`config.mk`:
```
export PLATFORM = sky130hd
export DESIGN_NAME = panel_bringup_seq
export DESIGN_NICKNAME = d
export VERILOG_FILES = /design/src/rtl/pbs_pkg.sv /design/src/rtl/pbs_settle_timer.sv /design/src/rtl/pbs_mode_decode.sv /design/src/rtl/panel_bringup_seq.sv
export SDC_FILE = /design/constraint.sdc
export NUM_CORES = 1
export LEC_CHECK = 0
export ABC_AREA = 1
export BUFFER_PORTS_ARGS = -buffer_cell sky130_fd_sc_hd__buf_2
export CAP_MARGIN = 40
export CORE_ASPECT_RATIO = 1.75
export CORE_MARGIN = 2
export CORE_UTILIZATION = 35
export CTS_CLUSTER_DIAMETER = 50
export CTS_CLUSTER_SIZE = 14
export DETAILED_ROUTE_END_ITERATION = 12
export GPL_TIMING_DRIVEN = 1
export SLEW_MARGIN = 20
export SYNTH_ARGS = -nofsm -noshare
export SYNTH_HDL_FRONTEND = slang
export SYNTH_HIERARCHICAL = 1
export SYNTH_SLANG_ARGS = --single-unit
```
`constraint.sdc`:
```
create_clock -name clk -period 1.9 [get_ports clk]
set_input_delay 0.095 -clock clk [delete_from_list [all_inputs] [get_ports clk]]
set_output_delay 0.095 -clock clk [all_outputs]
set_load 0.005 [all_outputs]
```
`src/rtl/pbs_pkg.sv`:
```
package pbs_pkg;

  typedef enum logic [3:0] {
    S_IDLE,
    S_SETTLE,
    S_WR_TEST,
    S_RD_TEST,
    S_RD_ID,
    S_RD_MODE,
    S_RD_CTRL,
    S_WR_CTRL,
    S_READY,
    S_CMD_RD,
    S_CMD_WR,
    S_FAIL
  } seq_state_e;

  // Register addresses seen by the display chip
  localparam int unsigned REG_TEST = 0;
  localparam int unsigned REG_ID   = 1;
  localparam int unsigned REG_MODE = 2;
  localparam int unsigned REG_CTRL = 3;

  localparam int unsigned LINK_PATTERN = 8'h55;
  localparam int unsigned BIT_SWCTRL   = 7;
  localparam int unsigned BIT_POWER    = 0;
  localparam int unsigned NIB_W        = 4;

endpackage

```
`src/rtl/pbs_settle_timer.sv`:
```
module pbs_settle_timer #(
  parameter int unsigned CYCLES = 250000
) (
  input  logic clk,
  input  logic rst_n,
  input  logic load,
  output logic expired
);
  localparam int unsigned CW = (CYCLES < 2) ? 1 : $clog2(CYCLES + 1);

  logic [CW-1:0] cnt_q;
  logic [CW-1:0] cnt_d;
  logic          cnt_en;

  always_comb begin
    cnt_en = load || (cnt_q != '0);
    cnt_d  = load ? CW'(CYCLES - 1) : cnt_q - 1'b1;
  end

  always_ff @(posedge clk or negedge rst_n) begin
    if (!rst_n)      cnt_q <= '0;
    else if (cnt_en) cnt_q <= cnt_d;
  end

  assign expired = (cnt_q == '0);
endmodule

```
`src/rtl/pbs_mode_decode.sv`:
```
module pbs_mode_decode #(
  parameter int unsigned        CODE_W    = 3,
  parameter int unsigned        FOLD_FROM = 1,
  parameter int unsigned        FOLD_TO   = 5,
  parameter logic [2**CODE_W-1:0] ACCEPT  = 8'b1111_0001
) (
  input  logic [CODE_W-1:0] raw,
  output logic [CODE_W-1:0] folded,
  output logic              supported
);
  always_comb begin
    folded    = (raw == CODE_W'(FOLD_FROM)) ? CODE_W'(FOLD_TO) : raw;
    supported = ACCEPT[folded];
  end
endmodule

```
`src/rtl/panel_bringup_seq.sv`:
```
module panel_bringup_seq
  import pbs_pkg::*;
#(
  parameter int unsigned ADDR_W     = 6,
  parameter int unsigned DATA_W     = 8,
  parameter int unsigned MODE_W     = 3,
  parameter int unsigned SETTLE_CYC = 250000
) (
  input  logic              clk,
  input  logic              rst_n,
  input  logic              start,
  input  logic              en_cmd,
  input  logic              dis_cmd,
  output logic              req_valid,
  output logic              req_write,
  output logic [ADDR_W-1:0] req_addr,
  output logic [DATA_W-1:0] req_wdata,
  input  logic              ack,
  input  logic [DATA_W-1:0] ack_rdata,
  output logic              chip_rst,
  output logic              done,
  output logic              err_nodev,
  output logic              err_mode,
  output logic [MODE_W-1:0] mode_code,
  output logic [3:0]        chip_id,
  output logic [3:0]        chip_ver
);
  localparam logic [DATA_W-1:0] SW_MASK  = DATA_W'(1) << BIT_SWCTRL;
  localparam logic [DATA_W-1:0] PWR_MASK = DATA_W'(1) << BIT_POWER;

  seq_state_e state_q, state_d;

  logic [DATA_W-1:0] shadow_q;
  logic              cmd_set_q;
  logic              rst_q, done_q, nodev_q, moderr_q;
  logic [MODE_W-1:0] mode_q;
  logic [NIB_W-1:0]  id_q, ver_q;

  // Clock enables and set strobes from the next-state logic
  logic tmr_load, tmr_expired;
  logic rel_rst, set_done, set_nodev, set_moderr;
  logic cap_shadow, cap_id, cap_mode, cap_cmd;

  logic [MODE_W-1:0] mode_folded;
  logic              mode_ok;

  pbs_settle_timer #(.CYCLES(SETTLE_CYC)) u_timer (
    .clk     (clk),
    .rst_n   (rst_n),
    .load    (tmr_load),
    .expired (tmr_expired)
  );

  pbs_mode_decode #(.CODE_W(MODE_W)) u_decode (
    .raw       (ack_rdata[MODE_W-1:0]),
    .folded    (mode_folded),
    .supported (mode_ok)
  );

  // Next-state process
  always_comb begin
    state_d    = state_q;
    tmr_load   = 1'b0;
    rel_rst    = 1'b0;
    set_done   = 1'b0;
    set_nodev  = 1'b0;
    set_moderr = 1'b0;
    cap_shadow = 1'b0;
    cap_id     = 1'b0;
    cap_mode   = 1'b0;
    cap_cmd    = 1'b0;
    unique case (state_q)
      S_IDLE: if (start) begin
        state_d  = S_SETTLE;
        tmr_load = 1'b1;
        rel_rst  = 1'b1;
      end
      S_SETTLE:  if (tmr_expired) state_d = S_WR_TEST;
      S_WR_TEST: if (ack) state_d = S_RD_TEST;
      S_RD_TEST: if (ack) begin
        if (ack_rdata == DATA_W'(LINK_PATTERN)) state_d = S_RD_ID;
        else begin
          state_d   = S_FAIL;
          set_nodev = 1'b1;
        end
      end
      S_RD_ID: if (ack) begin
        state_d = S_RD_MODE;
        cap_id  = 1'b1;
      end
      S_RD_MODE: if (ack) begin
        cap_mode = 1'b1;
        if (mode_ok) state_d = S_RD_CTRL;
        else begin
          state_d    = S_FAIL;
          set_moderr = 1'b1;
        end
      end
      S_RD_CTRL: if (ack) begin
        state_d    = S_WR_CTRL;
        cap_shadow = 1'b1;
      end
      S_WR_CTRL: if (ack) begin
        state_d  = S_READY;
        set_done = 1'b1;
      end
      S_READY: if (en_cmd || dis_cmd) begin
        state_d = S_CMD_RD;
        cap_cmd = 1'b1;
      end
      S_CMD_RD: if (ack) begin
        state_d    = S_CMD_WR;
        cap_shadow = 1'b1;
      end
      S_CMD_WR: if (ack) state_d = S_READY;
      default: state_d = S_FAIL;
    endcase
  end

  // Request decode from state
  always_comb begin
    req_valid = 1'b1;
    req_write = 1'b0;
    req_addr  = '0;
    req_wdata = '0;
    unique case (state_q)
      S_WR_TEST: begin
        req_write = 1'b1;
        req_addr  = ADDR_W'(REG_TEST);
        req_wdata = DATA_W'(LINK_PATTERN);
      end
      S_RD_TEST: req_addr = ADDR_W'(REG_TEST);
      S_RD_ID:   req_addr = ADDR_W'(REG_ID);
      S_RD_MODE: req_addr = ADDR_W'(REG_MODE);
      S_RD_CTRL, S_CMD_RD: req_addr = ADDR_W'(REG_CTRL);
      S_WR_CTRL: begin
        req_write = 1'b1;
        req_addr  = ADDR_W'(REG_CTRL);
        req_wdata = shadow_q | SW_MASK;
      end
      S_CMD_WR: begin
        req_write = 1'b1;
        req_addr  = ADDR_W'(REG_CTRL);
        req_wdata = cmd_set_q ? (shadow_q | PWR_MASK) : (shadow_q & ~PWR_MASK);
      end
      default: req_valid = 1'b0;
    endcase
  end

  // Register process
  always_ff @(posedge clk or negedge rst_n) begin
    if (!rst_n) begin
      state_q   <= S_IDLE;
      rst_q     <= 1'b1;
      done_q    <= 1'b0;
      nodev_q   <= 1'b0;
      moderr_q  <= 1'b0;
      shadow_q  <= '0;
      cmd_set_q <= 1'b0;
      mode_q    <= '0;
      id_q      <= '0;
      ver_q     <= '0;
    end else begin
      state_q <= state_d;
      if (rel_rst)    rst_q    <= 1'b0;
      if (set_done)   done_q   <= 1'b1;
      if (set_nodev)  nodev_q  <= 1'b1;
      if (set_moderr) moderr_q <= 1'b1;
      if (cap_shadow) shadow_q <= ack_rdata;
      if (cap_cmd)    cmd_set_q <= en_cmd;
      if (cap_mode)   mode_q   <= mode_folded;
      if (cap_id) begin
        id_q  <= ack_rdata[2*NIB_W-1:NIB_W];
        ver_q <= ack_rdata[NIB_W-1:0];
      end
    end
  end

  assign chip_rst  = rst_q;
  assign done      = done_q;
  assign err_nodev = nodev_q;
  assign err_mode  = moderr_q;
  assign mode_code = mode_q;
  assign chip_id   = id_q;
  assign chip_ver  = ver_q;
endmodule

```
Yosys cells after proc, flatten, opt, wreduce, memory -nomap -nowiden
Memory sizes are Yosys's and may differ from the RTL's. Cells that the tools add are included.

Add/sub/neg operators: 1. Multipliers: 0. Div/mod/pow operators: 0. Magnitude comparators: 1. Eq/ne operators: 22. Shift-type cells: 0. Mux-type cells: 36. Bitwise gates (word level): 0. Reduce and logical (&&, ||, !) cells: 11.

Operators by type and width (number): 4-bit 2-to-1 mux (12); 4-bit case mux with 10 select lines (1); 8-bit case mux with 3 select lines (1); 1-bit 2-to-1 mux (19); 18-bit zero test (1); 18-bit 2-to-1 mux (1); 2-bit != test (second input constant) (9); 18-bit nonzero test (1); 18-bit by 1-bit subtractor with 18-bit output (second input constant) (1); 4-bit by 3-bit == test with 1-bit output (second input constant) (4); 4-bit == test (second input constant) (3); 10-bit AND reduction (1); 4-bit by 2-bit == test with 1-bit output (second input constant) (2); 8-bit by 7-bit == test with 1-bit output (second input constant) (1); 8-bit OR reduction (1); 2-bit case mux with 3 select lines (1); 4-bit by 1-bit == test with 1-bit output (second input constant) (1); 4-bit zero test (1); 3-bit by 4-bit less-than comparator with 1-bit output (second input constant) (1); 2-bit OR reduction (2); 4-bit OR reduction (1); 3-bit by 1-bit == test with 1-bit output (second input constant) (1); 3-bit 2-to-1 mux (1); 3-bit OR reduction (1); 2 further kinds (3).

Bits in registers: 46. Bits in latches: 0. Bits in writable memories: 0. Memory bits (read-only): 8. Output and inout port bits: 31. Memories: 1.

Memories: (no name shown) (words 8, width 1, rd ports 1, clocked after Yosys merged registers in 0, wr ports 0, RTL line pbs_mode_decode.sv:13) `supported = ACCEPT[folded];`.

Depth between registers and ports, before layout
Depth after elaboration: 7. Depth in mapped cells: 12.

Hierarchy
The synthesis kept the hierarchy.

Modules (own cells, without submodules): panel_bringup_seq (times used 1, cells each 192, area each 1611.5 um^2, sequential area each 701.9 um^2); pbs_settle_timer (times used 1, cells each 164, area each 1124.8 um^2, sequential area each 450.4 um^2); pbs_mode_decode (times used 1, cells each 7, area each 26.3 um^2, sequential area each 0.0 um^2).

Least setup slack after synthesis
No wires, ideal clock.

Kind: register -> register. Start point: register u_timer.cnt_q[0]. End point: register state_q[3]. Library setup time: 0.066 ns. Arrival time: 1.637 ns. Required time: 1.834 ns. Setup slack: 0.197 ns. Cell stages (with the launch flop): 13. Path buffers: 0. Clock period less this slack: 1.703 ns. Path through: dfrtp_1 > inv_1 > ha_1 > nand2_2 > nor2_4 > nand3_4 > inv_1 > nor2_1 > nor2_1 > nand2_1 > nor2_2 > nand2_1 > nand2_1.

Cells in the longest elaborated chain, start to end: 3.

Ends and longest elaborated chain: start, declared (RTL line pbs_settle_timer.sv:11) `logic [CW-1:0] cnt_q;`; start signal, assigned (RTL line pbs_settle_timer.sv:22) `else if (cnt_en) cnt_q <= cnt_d;`; 18-bit zero test (RTL line pbs_settle_timer.sv:25) `assign expired = (cnt_q == '0);`; named net tmr_expired (RTL line panel_bringup_seq.sv:40) `logic tmr_load, tmr_expired;`; 2-bit != test (no source line); 10-bit AND reduction (no source line); end signal, assigned (RTL line panel_bringup_seq.sv:164) `state_q <= state_d;`; end, declared (RTL line panel_bringup_seq.sv:31) `seq_state_e state_q, state_d;`.

The timed path passes the listed nets, and every way through them passes these cells. A chain may end at the register's enable or synchronous reset.

Worst setup path after layout
Start point: register state_q[3]. End point: output req_wdata[4].

Cells in the longest elaborated chain, start to end: 2.

Ends and longest elaborated chain: 4-bit == test (tied with other cells) (RTL line panel_bringup_seq.sv:126) `unique case (state_q)`; 8-bit case mux with 3 select lines * (RTL line panel_bringup_seq.sv:126); end, declared (RTL line panel_bringup_seq.sv:17) `output logic [DATA_W-1:0] req_wdata,`.

Every way passes the cells marked *; elsewhere a longest branch is shown, timed or not.

==> results.ini <==
[status]
status=finished clean

[worst_setup_path]
crit_arrival_ns=1.69
worstSetupEndpointType=output pin
critPathMaxFanout=6
worstSetupStartpointType=flop
crit_type=flop to output pin
worstPathRequired_ns=1.80

[place]
io_buffer_count=40
dp_hpwl_mm=5.227
gp_congestion=0.9408
placed_cell_area_mm2=0.003030

[finish]
areaGrowthSynthToFinish_pct=15.72
drive_gt1_frac=0.2696
n_antenna_cell=0
finalNetCount=422
final_area_mm2=0.003197

[timing]
min_period_ns=1.785
fin_tns_setup_ns=0
hold-worst-slack_ns=0.06981
rsz0062_at_grt=false
final-setup-viol-count=0
slew_headroom=0.6032
hold_viol_final=0
worst_pin_slew_ns=0.5952
clock_skew_ns=0.008335
slew_violations=0
max_freq_mhz=560.2
fin_crit_sh=0.9395

[pwr]
leakage_nw=1.653
ir_drop_v=0.0006928
powerDensity_mw_per_mm2=621.5

[global_route]
use_met1=0.1661
grt_first_pass_wirelength_mm=11.16
antenna_found_initial=0
gr-usage-met3=0.03060
use_met2=0.3050
grt.total_usage=0.1664
grt.busiest_layer=met2
grt_max_degree=47
grt_pass1_vias=2460
gr-total-overflow=0

[synthesis]
ys_seq_area_frac=0.4171
synth_edf_count=0
postSynthCellCount=363
syn_area_mm2=0.002763
synth.ff_latch_count=46
avgSynthCellArea_um2=7.611
async_flop_share=1.000
synthFlopType=dfrtp_1
ys_types=30
synth_warnings=6

[clock_network]
cts-root-buf=clkbuf_16
cts_setup_buffers=0
cts.sinks=46
clockBufferDepth=2
cts_tree=built
cts.clk_slew.worst_paths_ns=0.06
clk_latency_ns=0.29
numCtsBuffers=5
h-tree-depth=2

[route]
first_pass_iters=4
drt_iter0_drc=148
route.detailed.drc=0
post_drt_wl_per_cell_um=13.26
final_antenna_net_count=0
routed_wl_mm=6.575
num_vias=2432
via_per_inst=4.903

[die]
start_util=0.3626
die_area_mm2=0.008648
die_h_um=121.5
ioPinCount=45
fp-row-count=42
dieWidth_um=71.16
coreArea_mm2=0.007620

[hold_path]
hold_class=input pin to flop

[flow_run]
cap_violations=0

==> cell families (layout without fill, tap and decap cells) <==
kind of cell | count (synthesis) | in the layout | share of synthesized area
fa+ha+maj | 1 | 1 | 0.004528
simple gates | 213 | 213 | 0.3591
other cells | 1 | 4 | 0.001357
flops | 46 | 46 | 0.4171
mux | 3 | 3 | 0.01630
buf+inv | 62 | 104 | 0.1024
compound gates | 37 | 37 | 0.09918
==> per-layer routing <==
layer  part of all wire  vias up
met1               0.36     1112
met4              0.061        0
li1                   -     1217
met3              0.035       30
met2               0.54       73
met5                  0        -
==> through the flow <==
step / utilization / cells / setup WS [ns] / total power, mW
after global placement: 0.3977 / 487 / 0.3016 / 1.100
after floorplan: - / 366 / 0.1969 / 1.054
final: 0.4195 / 496 / 0.1150 / 1.987
after CTS: 0.4189 / 496 / 0.01782 / 2.019
after detailed placement: 0.3977 / 487 / 0.2451 / 1.101
after global routing: 0.4195 / 496 / 0.005839 / 2.078
==> worst max-delay path: stages, from the launching register on <==
cell and delay (ns):
dfrtp_1 0.48, nor2_2 0.22, inv_1 0.09, nor2_2 0.17, inv_1 0.12, nand2_2 0.11, o21a_1 0.12, buf_2 0.10
==> state kept, by name, summed over array words and instances (netlist names) <==
signal / flops
done: 1
chip_id: 4
cmd_set_q: 1
err_nodev: 1
shadow_q: 8
mode_code: 3
state_q: 4
chip_ver: 4
u_timer/cnt_q: 18
err_mode: 1
chip_rst: 1
==> worst paths after layout <==
path,to,from,cells after the start,slack [ns]
hold reg to reg,chip_rst,chip_rst,2,0.47
setup reg to reg,state_q[3],u_timer/cnt_q[1],12,0.26
hold / removal,cmd_set_q,en_cmd,2,0.07
min in group asynchronous,u_timer/cnt_q[15],rst_n,3,0.43
setup / recovery,req_wdata[4],state_q[3],7,0.12
max in group asynchronous,state_q[1],rst_n,3,1.03
==> synth_stat cells (all sizes together) (3+ instances only) <==
library cell / number / area share
a21oi: 6 / 0.011
buf: 10 / 0.032
clkbuf: 3 / 0.0041
dfrtp: 45 / 0.41
inv: 49 / 0.067
mux2: 3 / 0.016
nand2: 110 / 0.16
nand3: 30 / 0.061
nand4: 8 / 0.018
nor2: 59 / 0.11
o21a: 3 / 0.0082
o21ai: 22 / 0.063
o21bai: 5 / 0.014
==> timing repair <==
item | CTS | global route
endpoints found under the hold margin | 45 | 0
hold buffers | 1 | 0
setup endpoints to repair | 0 | 4
gates resized for setup | 0 | 3
==> power breakdown <==
group	switching (mW)	internal, mW	leakage (nW)	total (mW)
Clock	0.377	0.529	0.0745	0.906
Sequential	0.00868	0.987	0.559	0.995
Combinational	0.0598	0.0253	1.02	0.0851
Total	0.446	1.54	1.65	1.99
==> layout by cell type (no fill, tap or decap), drive strengths merged <==
master and instances:
a21oi 6, a32o 1, buf 46, clkbuf 7, conb 4, dfrtp 45, dfstp 1, dlygate4sd3 1
ha 1, inv 50, mux2 3, nand2 110, nand3 30, nand3b 2, nand4 8, nor2 59
nor3 2, o21a 3, o21ai 22, o21bai 5, or2 2
==> final cells by class <==
class                           count  area, um^2
Clock buffer                        7       142.6
Sequential cell                    46        1155
Clock inverter                      1       8.758
Multi-Input combinational cell    258        1341
Fill cell                         772        4423
Tap cell                           88       110.1
Timing Repair Buffer               47       255.2
Inverter                           49       183.9
Note: power is estimated with default switching activity, not from simulation.
